==> config.mk <==
export PLATFORM = sky130hd
export DESIGN_NAME = tmds_word_aligner
export DESIGN_NICKNAME = d
export VERILOG_FILES = /design/src/rtl/tmds_word_aligner.sv
export SDC_FILE = /design/constraint.sdc
export NUM_CORES = 1
export LEC_CHECK = 0
export ABC_AREA = 1
export BUFFER_PORTS_ARGS = -buffer_cell sky130_fd_sc_hd__buf_2
export CORE_MARGIN = 4
export CORE_UTILIZATION = 28
export CTS_CLUSTER_DIAMETER = 50
export CTS_CLUSTER_SIZE = 8
export DETAILED_ROUTE_END_ITERATION = 12
export PLACE_DENSITY = 0.47
export SLEW_MARGIN = 20
export SYNTH_ARGS = -nofsm -noshare
export SYNTH_HDL_FRONTEND = slang
export SYNTH_SLANG_ARGS = --single-unit
==> constraint.sdc <==
create_clock -name clk -period 2.2 [get_ports clk]
set_input_delay 0.44 -clock clk [delete_from_list [all_inputs] [get_ports clk]]
set_output_delay 0.44 -clock clk [all_outputs]
set_load 0.01 [all_outputs]
==> src/rtl/tmds_word_aligner.sv <==
module tmds_word_aligner (
  input  logic       clk,
  input  logic       rst,
  input  logic [9:0] raw_i,
  input  logic       align_en_i,
  output logic [9:0] sym_o,
  output logic       sym_vld_o,
  output logic       locked_o,
  output logic [3:0] offset_o,
  output logic [1:0] code_o
);
  localparam int SYM_W = 10;
  localparam int OFF_W = 4;
  localparam logic [SYM_W-1:0] CTL0 = 10'b1101010100;
  localparam logic [SYM_W-1:0] CTL1 = 10'b0010101011;
  localparam logic [SYM_W-1:0] CTL2 = 10'b0101010100;
  localparam logic [SYM_W-1:0] CTL3 = 10'b1010101011;

  logic [SYM_W-1:0]   w_new, w_old;
  logic [2*SYM_W-1:0] win;
  logic [SYM_W-1:0]   hit_vec;
  logic [1:0]         hcode [SYM_W];
  logic [OFF_W-1:0]   f_off, sel;
  logic [1:0]         f_code;
  logic               take, lock_nx;

  assign win = {w_new, w_old};

  for (genvar k = 0; k < SYM_W; k++) begin : g_off
    logic [SYM_W-1:0] slc;
    logic m0, m1, m2, m3;
    assign slc = win[k +: SYM_W];
    assign m0 = (slc == CTL0);
    assign m1 = (slc == CTL1);
    assign m2 = (slc == CTL2);
    assign m3 = (slc == CTL3);
    assign hit_vec[k] = m0 | m1 | m2 | m3;
    assign hcode[k] = {m2 | m3, m1 | m3};
  end

  always_comb begin
    f_off  = '0;
    f_code = '0;
    for (int k = SYM_W - 1; k >= 0; k--) begin
      if (hit_vec[k]) begin
        f_off  = OFF_W'(k);
        f_code = hcode[k];
      end
    end
  end

  assign take    = align_en_i & ~locked_o & (|hit_vec);
  assign lock_nx = align_en_i & (locked_o | take);
  assign sel     = take ? f_off : offset_o;

  always_ff @(posedge clk) begin
    if (rst) begin
      w_new     <= '0;
      w_old     <= '0;
      locked_o  <= 1'b0;
      sym_vld_o <= 1'b0;
      offset_o  <= '0;
      code_o    <= '0;
      sym_o     <= '0;
    end else begin
      w_new     <= raw_i;
      w_old     <= w_new;
      locked_o  <= lock_nx;
      sym_vld_o <= lock_nx;
      sym_o     <= SYM_W'(win >> sel);
      if (take) begin
        offset_o <= f_off;
        code_o   <= f_code;
      end
    end
  end
endmodule


==> summary.md <==
| Metric | Value |
|---|---|
| Worst rel slew slack | `0.742` |
| R2R depth | `19` |
| H-tree depth | `2` |
| Post-synth top area share | `0.276` |
| Critical path class | `register to register` |
| Non-Filler Instances | `723` |
| Register area | `783 um2` |
| Delay-heaviest family, CP | `simple AND/OR/NAND/NOR gates` |
| NumNets Final | `606` |
| Met2 Use GR | `0.302` |
| Clock Pin Slew Worst Setup and Hold Paths | `90 ps` |
| Post-Syn Area | `2690 um2` |
| Cell row count | `35` |
| Max_cap viols | `0` |
| Vias in the first global route | `3480` |
| Via count | `3504` |
| Remaining Overflow, GRT | `0` |
| Busiest grt layer | `met2` |
| GRT Total Usage | `0.186` |
| Die span in x | `106 um` |
| Dpl cells | `682` |
| Slew Limit Fails | `0` |
| DRT iter0 DRCs | `225` |
| Least-Margin Pin Slew | `386 ps` |
| Syn Area/Cell | `6.04 um2` |
| Clock sinks | `37` |
| Post-synth EDFFs | `0` |
| HPWL Detailed | `7.69 mm` |
| Die area | `11200 um2` |
| Antenna Diode Count | `0` |
| Layout Skew | `10.4 ps` |
| Startpoint types | `register` |
| Vias per Instance | `4.85` |
| Crit-path max FO | `8` |
| Drt first pass iters | `5` |
| Met3 usage | `0.0291` |
| Count of warnings emitted by yosys | `0` |
| Ranking of synthesized cells by area | `dfxtp_1 (28%), nand3_1 (19%), nand2_1 (15%), nor2_1 (8.0%), inv_1 (6.6%)` |
| Layout cell share with drive strength beyond 1 | `0.512` |
| Die H | `106 um` |
| Total negative slack | `-922 ps` |
| Total CTS buffers | `5` |
| Async set-reset flop share out of synthesis | `0` |
| CP Capture Type | `register` |
| Finished layout cell area | `4580 um2` |
| DP Area | `3590 um2` |
| Initial antenna violation count | `0` |
| Multi-input logic area | `2120 um2` |
| Worst EP arrival | `2560 ps` |
| GRT met1 Usage | `0.253` |
| Max Buffers Root-to-Sink | `2` |
| Routed wire per std cell | `14.9 um` |
| I/O Buffers | `30` |
| Area Overhead vs Synth | `70.5%` |
| Slowest-stage cell, CP | `dfxtp_4` |
| Worst path depth | `19` |
| # DRC | `0` |
| Failing checks | `setup timing` |
| Biggest area consumer among synthesized cells | `dfxtp_1` |
| CTS root buffer | `clkbuf_8` |
| Layout fillers | `929` |
| Setup ws final | `-111 ps` |
| Power, Total | `0.00158 W` |
| RSZ-0062 raised after global routing | `yes` |
| Register area share after synthesis | `0.276` |
| Status | `finished with violations` |
| # setup viols final | `10` |
| Yosys reg bits | `37` |
| Worst vdd ir | `0.304 mV` |
| Largest net degree at the start of global routing | `29` |
| Core area | `9280 um2` |
| Yosys cell types | `31` |
| CTS tree | `done` |
| Leakage | `2.25 nW` |
| Worst-Skew Late Latency | `310 ps` |
| Final period utilization | `1.05` |
| PwrDens | `345 nW/um2` |
| Pre-CTS WS | `-356 ps` |
| Hold violation count in the final report | `0` |
| Sequence of cells on the critical path | `buf_6 > nand2_1 > nor2_2 > nand3_2 > nand2_2 > nor2_4 > nand2_2 > nor2_4 > nand2_4 > nand2_8 > buf_6 > o21ai_4 > inv_4 > nor2_4 > buf_6 > nand2_2 > nand2_1 > nand2_1 > nand2_1` |
| Commonest non-fill, non-tap cell in the layout | `buf_4` |
| Detail Route Antenna Nets | `0` |
| Most frequent CP cell | `nand2_1` |
| First-pass GRT wire length | `16.8 mm` |
| Min Clock Period, post-route | `2310 ps` |
| Syn Nets | `458` |
| Crit path buf inv count | `4` |
| Hold crit path type | `input pin to register` |
| Achievable Freq | `0.433 GHz` |
| Initial Utilization | `0.289` |
| I/O pin total | `31` |
| Post-CTS Hold Fix Bufs | `0` |
| DRT Wirelength | `10.8 mm` |
| Worst EP required | `2450 ps` |
| Most frequent cells in the layout | `buf_4 (107), nand2_1 (85), nand3_1 (68)` |
| Mapped Cells | `445` |
| GP Congestion | `0.892` |
| Hold depth | `3` |
| Synth Flop Type | `dfxtp_1` |
| Worst path max stage delay | `420 ps` |
[stage by stage]
step,hold WS (ps),util
CTS,319,0.461
floorplan,416,-
global placement,441,0.387
global route,316,0.493
finish,324,0.493
detailed placement,446,0.387
[path summary, 6_finish.rpt]
| check | startpoint | to | slack [ps] |
|---|---|---|---|
| worst min register to register | w_new[9]$_SDFF_PP0_ | g_off[0].slc[9]$_SDFF_PP0_ | 450 |
| worst min-delay path | raw_i[3] | w_new[3]$_SDFF_PP0_ | 320 |
| worst max register to register | g_off[0].slc[7]$_SDFF_PP0_ | sym_o[2]$_SDFF_PP0_ | -110 |
| worst max-delay path | g_off[0].slc[7]$_SDFF_PP0_ | sym_o[2]$_SDFF_PP0_ | -110 |
[state kept, by name (all words and copies together), names as in the netlist]
register	count
locked_o	1
code_o	2
sym_o	10
g_off.slc	10
offset_o	4
w_new	10
[report_power, final]
group,internal (W),switching (W)
Combinational,0.000144,0.000178
Clock,0.000231,0.000305
Sequential,0.000689,0.0000344
[cell type report]
class / count / share of cell area
multi-input cells: 337 / 0.463
repair buffers: 155 / 0.255
flip-flops and latches: 37 / 0.171
inverters: 57 / 0.0549
well taps: 129 / 0.0352
clock buffers: 5 / 0.0150
clock inverters: 3 / 0.00546
[synth_stat cells (2+ instances only)]
cell type and number:
nand3_1 100, clkbuf_1 3, buf_4 3, nand3b_1 4, nand4_1 5, nor3_1 2
nand2_1 108, dfxtp_1 37, inv_1 47, buf_6 4, nor2_2 6, o21ai_0 6
o211ai_1 8, o21ai_2 2, nand3_2 4, o21ai_1 3, nand2_4 4, a21oi_2 3
nor2_1 57, nand2_2 10, a21oi_1 5, inv_2 10, buf_2 5, nor2_4 2
[timing repair]
| action | CTS | global route |
|---|---|---|
| cloned | 2 | 0 |
| setup endpoints to repair | 11 | 12 |
| buffers inserted | 22 | 10 |
| resized for setup | 116 | 63 |
| pin swaps | 29 | 26 |
[cell families (layout without fill, tap and decap cells)]
group | Yosys count | in the layout | share of synthesized area
mux | 1 | 1 | 0.00373
simple gates | 304 | 305 | 0.526
flops | 37 | 37 | 0.276
compound gates | 31 | 31 | 0.0759
buf+inv | 72 | 220 | 0.118
[worst min-delay path, delay by kind of cell]
family | cells | cell delay, ps
and+or+nand+nor | 1 | 30
buffers and inverters | 2 | 140
[metal layers]
metal | wire [um] | part of all wire
met4 | 225 | 0.021
met5 | 0 | 0
met2 | 5150 | 0.48
met3 | 527 | 0.049
met1 | 4900 | 0.45
Note: power is estimated with default switching activity, not from simulation.
